[src/rtl/vseq_pkg.sv]
package vseq_pkg;
  localparam int VS_DW      = 64;
  localparam int VS_LAYOUTS = 11;

  typedef struct packed {
    logic [2:0] nregs;
    logic [2:0] ilv;
    logic [1:0] spc;
  } vs_layout_t;

  typedef enum logic [2:0] {
    S_IDLE, S_START, S_REQ, S_WAIT, S_NEXT, S_FIN
  } vs_state_t;

  function automatic vs_layout_t vs_decode(input logic [3:0] code);
    vs_layout_t l;
    case (code)
      4'd0:    l = '{3'd4, 3'd4, 2'd1};
      4'd1:    l = '{3'd4, 3'd4, 2'd2};
      4'd2:    l = '{3'd4, 3'd1, 2'd1};
      4'd3:    l = '{3'd4, 3'd2, 2'd1};
      4'd4:    l = '{3'd3, 3'd3, 2'd1};
      4'd5:    l = '{3'd3, 3'd3, 2'd2};
      4'd6:    l = '{3'd3, 3'd1, 2'd1};
      4'd8:    l = '{3'd2, 3'd2, 2'd1};
      4'd9:    l = '{3'd2, 3'd2, 2'd2};
      4'd10:   l = '{3'd2, 3'd1, 2'd1};
      default: l = '{3'd1, 3'd1, 2'd1};
    endcase
    return l;
  endfunction

  // elements per 64-bit register
  function automatic logic [3:0] vs_elems(input logic [1:0] sz);
    return 4'd8 >> sz;
  endfunction

  function automatic logic [VS_DW-1:0] vs_mask(input logic [1:0] sz);
    logic [VS_DW:0] one;
    logic [VS_DW:0] m;
    one = 1;
    m   = (one << (7'd8 << sz)) - 1'b1;
    return m[VS_DW-1:0];
  endfunction

  function automatic logic [5:0] vs_shamt(input logic [1:0] sz, input logic [2:0] idx);
    logic [6:0] t;
    t = {1'b0, idx, 3'b000} << sz;
    return t[5:0];
  endfunction

  function automatic logic [VS_DW-1:0] vs_place(input logic [VS_DW-1:0] acc,
      input logic [VS_DW-1:0] data, input logic [1:0] sz, input logic [2:0] idx);
    return acc | ((data & vs_mask(sz)) << vs_shamt(sz, idx));
  endfunction

  function automatic logic [VS_DW-1:0] vs_pick(input logic [VS_DW-1:0] data,
      input logic [1:0] sz, input logic [2:0] idx);
    return (data >> vs_shamt(sz, idx)) & vs_mask(sz);
  endfunction
endpackage

[src/rtl/vseq_decode.sv]
module vseq_decode
  import vseq_pkg::*;
(
  input  logic [3:0]  code,
  output vs_layout_t  lay,
  output logic        ok
);
  always_comb begin
    lay = vs_decode(code);
    ok  = (32'(code) < VS_LAYOUTS);
  end
endmodule

[src/rtl/vseq_agen.sv]
module vseq_agen #(
  parameter int ADDR_W = 32
) (
  input  logic              clk,
  input  logic              rst_n,
  input  logic              load_cmd,
  input  logic [ADDR_W-1:0] base,
  input  logic              reg_begin,
  input  logic              step,
  input  logic [2:0]        nregs,
  input  logic [2:0]        ilv,
  input  logic [1:0]        sz,
  input  logic [2:0]        kreg,
  output logic [ADDR_W-1:0] addr
);
  logic [ADDR_W-1:0] base_q, addr_q, esz, stride, start_addr;
  logic              own_lane, pair_restart;

  always_comb begin
    esz          = ADDR_W'(1) << sz;
    stride       = ADDR_W'(ilv) << sz;
    own_lane     = (ilv > 3'd2) || (ilv == 3'd2 && nregs == 3'd2);
    pair_restart = (ilv == 3'd2) && (nregs == 3'd4) && (kreg == 3'd2);
    if (own_lane)          start_addr = base_q + (ADDR_W'(kreg) << sz);
    else if (pair_restart) start_addr = base_q + esz;
    else                   start_addr = addr_q;
  end

  always_ff @(posedge clk) begin
    if (!rst_n) begin
      base_q <= '0;
      addr_q <= '0;
    end else if (load_cmd) begin
      base_q <= base;
      addr_q <= base;
    end else if (reg_begin) begin
      addr_q <= start_addr;
    end else if (step) begin
      addr_q <= addr_q + stride;
    end
  end

  assign addr = addr_q;
endmodule

[src/rtl/vseq_dpath.sv]
module vseq_dpath
  import vseq_pkg::*;
(
  input  logic             clk,
  input  logic             rst_n,
  input  logic             capture,
  input  logic             clear,
  input  logic             rsp_take,
  input  logic [1:0]       sz,
  input  logic [2:0]       elem,
  input  logic [VS_DW-1:0] rf_data,
  input  logic [VS_DW-1:0] rsp_data,
  output logic [VS_DW-1:0] wdata,
  output logic [VS_DW-1:0] word
);
  logic [VS_DW-1:0] word_q;

  always_ff @(posedge clk) begin
    if (!rst_n)        word_q <= '0;
    else if (capture)  word_q <= rf_data;
    else if (clear)    word_q <= '0;
    else if (rsp_take) word_q <= vs_place(word_q, rsp_data, sz, elem);
  end

  assign wdata = vs_pick(word_q, sz, elem);
  assign word  = word_q;
endmodule

[src/rtl/vstruct_seq.sv]
module vstruct_seq
  import vseq_pkg::*;
#(
  parameter int ADDR_W = 32,
  parameter int IDX_W  = 5
) (
  input  logic              clk,
  input  logic              rst_n,
  input  logic              cmd_valid,
  output logic              cmd_ready,
  input  logic [3:0]        cmd_layout,
  input  logic [1:0]        cmd_esize,
  input  logic              cmd_load,
  input  logic [IDX_W-1:0]  cmd_reg,
  input  logic [ADDR_W-1:0] cmd_base,
  output logic              mem_req_valid,
  input  logic              mem_req_ready,
  output logic [ADDR_W-1:0] mem_req_addr,
  output logic [1:0]        mem_req_size,
  output logic              mem_req_write,
  output logic [63:0]       mem_req_wdata,
  input  logic              mem_rsp_valid,
  input  logic [63:0]       mem_rsp_rdata,
  output logic              rf_rd_en,
  output logic [IDX_W-1:0]  rf_rd_idx,
  input  logic [63:0]       rf_rd_data,
  output logic              rf_wr_en,
  output logic [IDX_W-1:0]  rf_wr_idx,
  output logic [63:0]       rf_wr_data,
  output logic              done,
  output logic              err
);
  vs_state_t        st_q;
  vs_layout_t       lay_dec, lay_q;
  logic             lay_ok;
  logic [1:0]       sz_q;
  logic             ld_q, err_q;
  logic [IDX_W-1:0] idx_q;
  logic [2:0]       kreg_q, elem_q;
  logic [63:0]      wdata, word;

  // named internal events
  logic cmd_take, cmd_bad, req_fire, rsp_take, elem_last, reg_last, reg_begin;
  assign cmd_take  = (st_q == S_IDLE) && cmd_valid;
  assign cmd_bad   = cmd_take && !lay_ok;
  assign req_fire  = (st_q == S_REQ) && mem_req_ready;
  assign rsp_take  = (st_q == S_WAIT) && mem_rsp_valid;
  assign elem_last = ({1'b0, elem_q} == vs_elems(sz_q) - 4'd1);
  assign reg_last  = (kreg_q == lay_q.nregs - 3'd1);
  assign reg_begin = (st_q == S_START);

  vseq_decode u_dec (.code(cmd_layout), .lay(lay_dec), .ok(lay_ok));

  vseq_agen #(.ADDR_W(ADDR_W)) u_agen (
    .clk(clk), .rst_n(rst_n), .load_cmd(cmd_take && lay_ok), .base(cmd_base),
    .reg_begin(reg_begin), .step(req_fire), .nregs(lay_q.nregs), .ilv(lay_q.ilv),
    .sz(sz_q), .kreg(kreg_q), .addr(mem_req_addr)
  );

  vseq_dpath u_dp (
    .clk(clk), .rst_n(rst_n), .capture(reg_begin && !ld_q), .clear(reg_begin && ld_q),
    .rsp_take(rsp_take), .sz(sz_q), .elem(elem_q), .rf_data(rf_rd_data),
    .rsp_data(mem_rsp_rdata), .wdata(wdata), .word(word)
  );

  always_ff @(posedge clk) begin
    if (!rst_n) begin
      st_q   <= S_IDLE;
      lay_q  <= '0;
      sz_q   <= '0;
      ld_q   <= 1'b0;
      err_q  <= 1'b0;
      idx_q  <= '0;
      kreg_q <= '0;
      elem_q <= '0;
    end else begin
      err_q <= cmd_bad;
      case (st_q)
        S_IDLE: if (cmd_take && lay_ok) begin
          lay_q  <= lay_dec;
          sz_q   <= cmd_esize;
          ld_q   <= cmd_load;
          idx_q  <= cmd_reg;
          kreg_q <= '0;
          st_q   <= S_START;
        end
        S_START: begin
          elem_q <= '0;
          st_q   <= S_REQ;
        end
        S_REQ: if (req_fire) begin
          if (ld_q)           st_q <= S_WAIT;
          else if (elem_last) st_q <= S_NEXT;
          else                elem_q <= elem_q + 3'd1;
        end
        S_WAIT: if (rsp_take) begin
          if (elem_last) st_q <= S_NEXT;
          else begin
            elem_q <= elem_q + 3'd1;
            st_q   <= S_REQ;
          end
        end
        S_NEXT: begin
          idx_q  <= idx_q + IDX_W'(lay_q.spc);
          kreg_q <= kreg_q + 3'd1;
          st_q   <= reg_last ? S_FIN : S_START;
        end
        default: st_q <= S_IDLE;
      endcase
    end
  end

  assign cmd_ready     = (st_q == S_IDLE);
  assign mem_req_valid = (st_q == S_REQ);
  assign mem_req_size  = sz_q;
  assign mem_req_write = !ld_q;
  assign mem_req_wdata = ld_q ? 64'd0 : wdata;
  assign rf_rd_en      = reg_begin && !ld_q;
  assign rf_rd_idx     = idx_q;
  assign rf_wr_en      = (st_q == S_NEXT) && ld_q;
  assign rf_wr_idx     = idx_q;
  assign rf_wr_data    = word;
  assign done          = (st_q == S_FIN);
  assign err           = err_q;
endmodule

[config.mk]
export PLATFORM = sky130hd
export DESIGN_NAME = vstruct_seq
export DESIGN_NICKNAME = d
export VERILOG_FILES = /design/src/rtl/vseq_pkg.sv /design/src/rtl/vseq_decode.sv /design/src/rtl/vseq_agen.sv /design/src/rtl/vseq_dpath.sv /design/src/rtl/vstruct_seq.sv
export SDC_FILE = /design/constraint.sdc
export NUM_CORES = 1
export LEC_CHECK = 0
export BUFFER_PORTS_ARGS = -buffer_cell sky130_fd_sc_hd__buf_2
export CELL_PAD_IN_SITES_DETAIL_PLACEMENT = 2
export CELL_PAD_IN_SITES_GLOBAL_PLACEMENT = 2
export CORE_MARGIN = 10
export CORE_UTILIZATION = 31
export CTS_BUF_LIST = sky130_fd_sc_hd__clkbuf_4 sky130_fd_sc_hd__clkbuf_8 sky130_fd_sc_hd__clkbuf_16
export CTS_CLUSTER_SIZE = 16
export DETAILED_ROUTE_END_ITERATION = 7
export PLACE_DENSITY = 0.95
export SLEW_MARGIN = 5
export SYNTH_ARGS = -nofsm -noshare
export SYNTH_HDL_FRONTEND = slang
export SYNTH_HIERARCHICAL = 1
export SYNTH_SLANG_ARGS = --single-unit
[constraint.sdc]
create_clock -name clk -period 5 [get_ports clk]
set_clock_uncertainty 0.05 [all_clocks]
set_input_delay 1 -clock clk [delete_from_list [all_inputs] [get_ports clk]]
set_output_delay 1 -clock clk [all_outputs]
set_load 0.05 [all_outputs]
; After elaboration in Yosys (flattened, before gate mapping)
; Memory sizes are Yosys's and may differ from the RTL's. A register that Yosys moved wholly into a read port is not among the register bits.
; Index checks and enable logic that the tools add are counted.
[classes]
addsub = 9
n_lt_le_gt_ge = 2
eq_ne = 17
n_shift = 9
n_mux = 26
n_bitwise = 3
n_reduce_logical = 25
[op_table]
columns = op, count
row1 = 64-bit 2-to-1 mux, 4
row2 = 32-bit 2-to-1 mux, 5
row3 = 64-bit AND, 2
row4 = 32-bit adder, 3
row5 = 64-bit bitwise OR, 1
row6 = 1-bit by 7-bit << shifter with 64-bit output (first input constant), 1
row7 = 3-bit by 2-bit << shifter with 32-bit output, 2
row8 = 64-bit by 6-bit << shifter with 64-bit output, 1
row9 = 64-bit by 6-bit >> shifter with 64-bit output, 1
row10 = 64-bit by 1-bit subtractor with 64-bit output (second input constant), 1
row11 = 3-bit 2-to-1 mux, 12
row12 = 1-bit by 2-bit << shifter with 32-bit output (first input constant), 1
row13 = 3-bit by 2-bit == test with 1-bit output (second input constant), 5
row14 = 3-bit one-hot mux with 5 select lines, 1
row15 = 1-bit logical AND, 11
row16 = 5-bit one-hot mux with 2 select lines, 1
row17 = 3-bit == test (second input constant), 3
row18 = 3-bit one-hot mux with 3 select lines, 1
row19 = 3-bit nonzero test, 3
row20 = 4-bit AND reduction, 2
row21 = 4-bit by 2-bit << shifter with 7-bit output (first input constant), 1
row22 = 3-bit by 1-bit adder with 3-bit output (second input constant), 2
row23 = 3-bit one-hot mux with 2 select lines, 1
row24 = 2-bit AND reduction, 3
row25 = other kinds (19), 23
[word_totals]
regBits = 146
mem_bits_ro = 128
elab_cells = 102
mem_count = 1
[memory_table]
columns = memory, words, word_bits, rd, rd_ports_with_merged_regs, write_ports, line
row1 = (no name shown), 16, 8, 1, 1, 0, vseq_pkg.sv:17  ; case (code)

; Longest topological paths before layout
; Gate-level depths: netlist (run 1).
[logic_depth]
word_depth = 9
depth_mapped = 14

; Modules after synthesis
; The synthesis (run 1) kept the hierarchy.
[by_module_without_submodules]
columns = mod, instances, cells_per_inst, area_each_um2
row1 = vseq_dpath, 1, 702, 5009.8
row2 = vseq_agen, 1, 574, 4514.3
row3 = vstruct_seq, 1, 266, 1954.4
row4 = vseq_decode, 1, 19, 140.1

; Worst setup path after synthesis (run 1)
; OpenSTA, ideal clock, no wires.
[synth_timing]
path_type = register to output
from = register sz_q[0] (netlist: mem_req_size[0])
to = output mem_req_wdata[16]
t_arrival_ns = 3.601
setup_slack_ns = 0.349
path_stages_with_launch = 11
path_buffers = 5
cell_sequence = dfxtp_1 buf_6 buf_2 buf_2 clkbuf_1 clkbuf_1 nor2b_1 ha_1 or4_1 o41ai_1 nor2b_1
[synth_via]
elab_chain_len = 5
elab_cells_between_ends = 7
[synth_lines]
columns = element, line
row1 = start: declaration, vstruct_seq.sv:36  ; logic [1:0] sz_q;
row2 = start signal: assignment, vstruct_seq.sv:81  ; sz_q <= cmd_esize;
row3 = 4-bit by 2-bit << shifter with 7-bit output, vseq_pkg.sv:42  ; m = (one << (7'd8 << sz)) - 1'b1;
row4 = 1-bit by 7-bit << shifter with 64-bit output, vseq_pkg.sv:42
row5 = 64-bit by 1-bit subtractor with 64-bit output, vseq_pkg.sv:42
row6 = 64-bit AND *, vseq_pkg.sv:59  ; return (data >> vs_shamt(sz, idx)) & vs_mask(sz);
row7 = net wdata[16], vstruct_seq.sv:40  ; logic [63:0] wdata, word;
row8 = 64-bit 2-to-1 mux *, vstruct_seq.sv:117  ; assign mem_req_wdata = ld_q ? 64'd0 : wdata;
row9 = end: declaration, vstruct_seq.sv:21  ; output logic [63:0] mem_req_wdata,
; Mark *: on every way through the listed nets, which the timed path passes. The rest lies on a longest branch.

; Worst setup path in the final report (run 1)
[layout_timing]
from = register elem_q[0]
to = output mem_req_wdata[10]
[layout_via]
elab_chain_len = 4
[layout_lines]
columns = element, line
row1 = start: declaration, vstruct_seq.sv:39  ; logic [2:0] kreg_q, elem_q;
row2 = start signal: assignment, vstruct_seq.sv:94  ; else elem_q <= elem_q + 3'd1;
row3 = start signal: assignment, vstruct_seq.sv:99  ; elem_q <= elem_q + 3'd1;
row4 = 6-bit by 2-bit << shifter with 6-bit output, vseq_pkg.sv:48  ; t = {1'b0, idx, 3'b000} << sz;
row5 = 64-bit by 6-bit >> shifter with 64-bit output, vseq_pkg.sv:59
row6 = 64-bit AND, vseq_pkg.sv:59
row7 = net wdata[10], vstruct_seq.sv:40
row8 = 64-bit 2-to-1 mux, vstruct_seq.sv:117
; The timed path passes the listed nets, and every way through them passes these cells.

==> results of run 1 <==
## where the power goes
group	switching [µW]	internal (µW)	total, µW
sequential	291	1370	1660
clock	610	808	1420
combinational	1350	527	1880
total	2250	2700	4960
## tightest hold or removal path, stage by stage, from the launching register on
cell and delay, ps:
dfxtp_1 320, nand2_1 60, a21oi_1 50
## cell usage in the layout, fill, tap and decap left out, types with 7 or more instances in the layout
master     count
a32o_1         7
a221oi_1      27
nand3_1       42
xnor2_1       34
a22oi_1       44
clkbuf_16     17
nor3_1        24
nor2_1        99
nand2_1      245
a31oi_1       19
o21ai_0      106
nor3b_1       11
ha_1          18
buf_2        355
dfxtp_1      151
nand2b_1      21
xor2_1        10
o22ai_1       13
a21oi_1      131
nand4_1       18
buf_4         34
a21boi_1       9
inv_1         25
o21a_1        11
o21ai_1       10
o31ai_1       10
nor2b_1       78
mux4_2        12
a21o_1         9
and3_1        32
o211ai_1      10
o2111ai_1      7
a211oi_1       8
mux2i_1       42
a22o_1        21
o221a_2        9
## routing by layer
metal | vias to the layer above | share of wire [%]
met1 | 7439 | 40
met4 | 8 | 4.1
li1 | 6286 | -
met5 | - | 0.071
met3 | 199 | 9.8
met2 | 873 | 46
## final timing paths
path / from / to / slack (ps) / cells after the start
worst max register to register: lay_q[5]$_SDFFE_PN0P_ / u_agen/addr[8]$_SDFFE_PN0P_ / 970 / 12
worst max-delay path: elem_q[0]$_SDFFE_PN0P_ / mem_req_wdata[10] / 280 / 7
worst min-delay path: lay_q[0]$_SDFFE_PN0P_ / lay_q[0]$_SDFFE_PN0P_ / 440 / 2
worst min register to register: lay_q[0]$_SDFFE_PN0P_ / lay_q[0]$_SDFFE_PN0P_ / 440 / 2
## state kept, by name, indices dropped and copies added, names as in the netlist
name           cells
elem_q             3
err                1
kreg_q             3
lay_q              8
ld_q               1
mem_req_size       2
rf_rd_idx          5
st_q               3
u_agen/addr       32
u_agen/base_q     32
u_dp/word         64
## layout make-up
class | count | area [µm²] | area share, %
Multi-Input combinational cell | 1256 | 7910 | 55.2
Sequential cell | 154 | 3090 | 21.5
Timing Repair Buffer | 389 | 2030 | 14.2
Tap cell | 468 | 586 | 4.09
Clock buffer | 20 | 454 | 3.17
Clock inverter | 12 | 148 | 1.03
Inverter | 26 | 97.6 | 0.681
Antenna cell | 6 | 15.0 | 0.105
## cells by family (layout without fill, tap and decap cells)
group,after synthesis,in the layout,share of synthesized area [%]
and+or+nand+nor,628,628,26.8
buffers and inverters,151,447,5.64
xor gates and xnor gates,44,44,3.32
muxes,59,59,6.43
other,0,6,0
adders and majority gates,21,21,2.46
AOI/OAI and AO/OA,504,504,28.9
DFF,154,154,26.5
## synthesized netlist by cell type, types with 7 or more instances
cell / number
a211oi_1: 9
a21boi_1: 9
a21o_1: 9
a21oi_1: 131
a221oi_1: 27
a22o_1: 21
a22oi_1: 44
a31oi_1: 19
a32o_1: 7
and3_1: 32
buf_2: 23
buf_4: 10
clkbuf_1: 85
dfxtp_1: 154
ha_1: 18
inv_1: 25
mux2i_1: 42
mux4_2: 12
nand2_1: 245
nand2b_1: 21
nand3_1: 42
nand4_1: 18
nor2_1: 100
nor2b_1: 78
nor3_1: 25
nor3b_1: 11
o2111ai_1: 7
o211ai_1: 10
o21a_1: 11
o21ai_0: 107
o21ai_1: 9
o221a_2: 9
o22ai_1: 13
o31ai_1: 10
xnor2_1: 34
xor2_1: 10
## through the flow
step | setup slack (ps) | cells | util (%) | instance area, µm²
2_1_floorplan | 349 | 1561 | - | 11600
3_3_place_gp | 964 | 2293 | 37.3 | 13700
3_5_place_dp | 871 | 2293 | 37.3 | 13700
4_1_cts | 345 | 2325 | 38.9 | 14300
5_1_grt | 98.4 | 2330 | 38.9 | 14300
6_report | 279 | 2331 | 38.9 | 14300
==> flow_metrics.py, run 1 <==
metrics = {
    "sta": {
        "finalWorstPathRequiredPeriod_ps": 4720,
        "setup_violations": 0,
        "tightestPinTransition_ps": 1110,
        "hold_viol_final": 0,
        "slew_violations": 0,
        "finalSetupTns_ps": 0,
        "max_freq_ghz": 0.212,
        "fin_hold_ws_ps": 437,
        "grt_setup_unrepaired": "false",
        "fin_crit_sh_pct": 94.4,
        "slew_headroom_pct": 26.2,
    },
    "synthesis": {
        "ys_seq_area_share_pct": 26.5,
        "synth_area_per_cell_um2": 7.44,
        "synth.distinct_cells": 94,
        "syn_nets": 1759,
        "syn_inst": 1561,
        "synth_top_area_cell": "dfxtp_1",
        "ys_ff_latch": 154,
        "yosys_warnings": 6,
        "synth_area_leaders": "dfxtp_1 27%, nand2_1 7.9%, a21oi_1 5.6%",
        "synth-main-ff-cell": "dfxtp_1",
        "async_flop_share_pct": 0,
        "syn_area_um2": 11600,
        "synth-edff-count": 0,
        "yosysTopAreaCellShare_pct": 26.5,
    },
    "detailed_routing": {
        "vias": 14805,
        "drc": 0,
        "route.antenna.remaining_nets": 0,
        "vias_per_cell": 6.35,
        "drt_iter0_drc": 1468,
        "first_pass_iters": 5,
        "wl_per_cell_um": 30.7,
        "wl_um": 71600,
    },
    "grt": {
        "overflow": 0,
        "use_met3_pct": 9.53,
        "grt.busiest_layer": "met2",
        "use_met1_pct": 37.8,
        "met2_usage_pct": 47.3,
        "track_usage_pct": 30.3,
        "antenna_found_initial": 16,
        "grt_pass1_wl_um": 104000,
        "first_global_vias": 15713,
        "grt_max_degree": 67,
    },
    "clock_network": {
        "cts_tree": "yes",
        "hold_buffers": 0,
        "clock-sinks": 154,
        "root_buffer": "clkbuf_16",
        "numCtsBuffers": 17,
        "ctsResizeCount": 0,
        "path_clk_slew_ps": 60,
        "clkLatencyLatePin_ps": 460,
        "postCtsSetupBuffers": 0,
        "htreeDepth": 4,
        "cts_max_path_buffers": 2,
    },
    "power_and_ir_drop": {
        "p_leak_uw": 0.00600,
        "finalPower_uw": 4960,
        "peakVddDrop_v": 0.000232,
        "power.density_nw_per_um2": 346,
    },
    "setup_path": {
        "start_kind": "register",
        "crit_required_ps": 3950,
        "critPathCaptureType": "output pin",
        "crit_fanout": 25,
        "crit_type": "register to output pin",
        "cpPeakStageDelay_ps": 880,
        "crit_slowest_cell": "dfxtp_1",
        "crit_arrival_ps": 3670,
        "cp_top_family": "compound AO/OA/AOI/OAI gates",
        "crit_chain": "nand2_1 > a211oi_2 > buf_4 > a21oi_1 > o22ai_1 > nor2b_1 > buf_2",
        "crit_buf_inv": 2,
    },
    "floorplan": {
        "die_x_um": 214,
        "coreArea_um2": 36800,
        "start_util_pct": 31.6,
        "die-area_um2": 45600,
        "fp.dieH_um": 214,
        "num_rows": 70,
        "pin_count": 356,
    },
    "worst_hold_path": {
        "hold_class": "register to register",
    },
    "final_layout": {
        "drive_gt1_share_pct": 25.8,
        "fill_cells": 4322,
        "nets": 2042,
        "area_delta_synth_final_pct": 23.3,
    },
    "placement": {
        "portBuffers": 355,
        "place_congestion": 0.955,
        "place_hpwl_um": 53800,
    },
    "status": {
        "outcome": "finished, final reports clean",
    },
    "run": {
        "drv_cap": 0,
    },
}
Power figures use the tool's default switching activity.
==> inputs of run 2 (changes only) <==
Settings changed: ABC_AREA set to 1, CORE_UTILIZATION 31 to 29.
==> flow_metrics.py, run 2 <==
metrics = {
    "clock_network": {
        "hold_buffers": 0,
        "root_buffer": "clkbuf_16",
        "path_clk_slew_ps": 70,
        "postCtsSetupBuffers": 0,
        "clock-sinks": 154,
        "cts_max_path_buffers": 2,
        "numCtsBuffers": 17,
        "htreeDepth": 4,
        "clkLatencyLatePin_ps": 500,
        "cts_tree": "yes",
        "ctsResizeCount": 0,
    },
    "synthesis": {
        "ys_seq_area_share_pct": 23.4,
        "synth-main-ff-cell": "dfxtp_1",
        "synth-edff-count": 0,
        "yosys.cell_count.top_type": "nand2_1",
        "synth_common_cells": "686 x nand2_1, 272 x a21oi_1, 243 x inv_1",
        "syn_nets": 2542,
        "yosys_warnings": 6,
        "ys_ff_latch": 154,
        "yosysTopAreaCellShare_pct": 23.4,
        "syn_area_um2": 13200,
        "syn_inst": 2344,
        "synth.distinct_cells": 48,
        "async_flop_share_pct": 0,
        "synth_top_area_cell": "dfxtp_1",
        "synth_area_per_cell_um2": 5.63,
        "synth_area_leaders": "dfxtp_1 23%, nand2_1 20%, a21oi_1 10%",
    },
    "sta": {
        "tightestPinTransition_ps": 1230,
        "grt_setup_unrepaired": "false",
        "fin_crit_sh_pct": 92.7,
        "setup_violations": 0,
        "finalWorstPathRequiredPeriod_ps": 4630,
        "finalSetupTns_ps": 0,
        "hold_viol_final": 0,
        "max_freq_ghz": 0.216,
        "slew_headroom_pct": 17.8,
        "slew_violations": 0,
        "setup_ws_ps": 366,
    },
    "detailed_routing": {
        "vias_per_cell": 5.47,
        "vias": 17600,
        "wl_um": 81300,
        "first_pass_iters": 5,
        "drc": 0,
        "route.antenna.remaining_nets": 0,
        "drt_iter0_drc": 1240,
        "wl_per_cell_um": 25.3,
    },
    "run": {
        "drv_cap": 0,
    },
    "floorplan": {
        "num_rows": 78,
        "coreArea_um2": 45200,
        "pin_count": 356,
        "die-area_um2": 54400,
        "fp.dieH_um": 233,
        "die_x_um": 233,
        "start_util_pct": 29.2,
    },
    "grt": {
        "track_usage_pct": 28.8,
        "overflow": 0,
        "grt_pass1_wl_um": 119000,
        "grt_max_degree": 87,
        "antenna_found_initial": 12,
        "first_global_vias": 19200,
    },
    "setup_path": {
        "crit_chain": "nor2_2 > nand2_4 > buf_4 > nand2_1 > o21a_1 > inv_1 > o21ai_0 > o21ai_1 > inv_1 > nor2_1 > buf_2",
        "reg2reg_from": "mem_req_size[0]$_SDFFE_PN0P_",
        "crit_buf_inv": 4,
        "critPathCaptureType": "output pin",
        "crit_slowest_cell": "o21ai_0",
        "crit_type": "register to output pin",
        "rr_worst_depth": 15,
        "r2r_end": "u_agen/addr[30]$_SDFFE_PN0P_",
        "crit_arrival_ps": 3580,
        "cp_top_family": "simple AND/OR/NAND/NOR gates",
        "cpPeakStageDelay_ps": 600,
        "crit_path_frequent_cell": "inv_1",
        "reg2reg_setup_slack_ps": 1240,
        "crit_fanout": 59,
        "start_kind": "register",
        "crit_required_ps": 3950,
    },
    "worst_hold_path": {
        "hp-start": "u_agen/base_q[0]$_SDFFE_PN0P_",
        "hold_class": "register to register",
        "whs_path_depth": 2,
        "holdPathEnd": "u_agen/base_q[0]$_SDFFE_PN0P_",
    },
    "final_layout": {
        "drive_gt1_share_pct": 18.5,
        "nets": 2799,
        "layout_commonest_cell": "nand2_1",
        "area_delta_synth_final_pct": 20.7,
        "layout_common_cells": "686 x nand2_1, 352 x buf_2, 272 x a21oi_1, 242 x inv_1, 211 x nand3_1",
        "finalInstanceArea_um2": 15900,
        "largest_reg_flops": 64,
    },
    "power_and_ir_drop": {
        "p_leak_uw": 0.00769,
        "peakVddDrop_v": 0.000481,
        "power.density_nw_per_um2": 627,
    },
    "placement": {
        "portBuffers": 355,
        "place_area_um2": 15200,
        "place_congestion": 0.985,
        "pre_cts_ws_ps": 684,
        "place_hpwl_um": 63000,
    },
    "status": {
        "outcome": "finished, final reports clean",
    },
}
## run 2: cell families after synthesis
logic type	synth area share, %
buffers and inverters	13.1
DFF	23.4
and+or+nand+nor	39.3
xor gates and xnor gates	0.995
AOI/OAI and AO/OA	21.1
adders and majority gates	2.16
## run 2: per-stage QoR
step / power, µW / hold slack (ps) / util (%) / instances
final: 9990 / 446 / 35.2 / 3218
after global routing: 10500 / 465 / 35.2 / 3218
after CTS: 9940 / 446 / 35.2 / 3213
after detailed placement: 8270 / 436 / 33.7 / 3182
after global placement: 7990 / 411 / 33.7 / 3182
after floorplan: 6240 / 395 / - / 2344
## run 2: worst max-delay path by stage
stage                                   endpoint  cells after the start                    startpoint
global route                   mem_req_wdata[29]                     10  mem_req_size[0]$_SDFFE_PN0P_
detailed placement   u_agen/addr[6]$_SDFFE_PN0P_                     12                 cmd_layout[1]
floorplan                      mem_req_wdata[16]                      8  mem_req_size[1]$_SDFFE_PN0P_
CTS                            mem_req_wdata[13]                     10  mem_req_size[0]$_SDFFE_PN0P_
global placement    u_agen/addr[28]$_SDFFE_PN0P_                     12                 cmd_layout[1]
finish                          mem_req_wdata[7]                     11  mem_req_size[0]$_SDFFE_PN0P_
## run 2: tightest hold or removal path, cell delays in order, from the launching register on
cell and delay [ps]:
dfxtp_1 330, nand2_1 70, a21oi_1 50
## run 2: power by group
group / switching, µW / total [µW] / leakage (µW) / internal, µW
Combinational: 4820 / 6290 / 0.00609 / 1470
Sequential: 539 / 2090 / 0.00126 / 1550
Clock: 639 / 1610 / 0.000331 / 973
## run 2: metal layers
layer	global-route usage, %	wire (µm)	vias to the layer above
li1	-	-	8097
met1	31.3	31000	8654
met2	49.7	39900	633
met3	7.39	5680	202
met4	17.2	4650	14
met5	0	81	-
## run 2: cell type report
class / instances / area (µm²)
clock inverter: 10 / 214
antenna: 5 / 12.5
tap: 600 / 751
fill: 5735 / 29300
sequential: 154 / 3090
multi-input combinational: 1790 / 8420
clock buffer: 21 / 468
timing repair buffer: 377 / 2000
inverter: 261 / 980
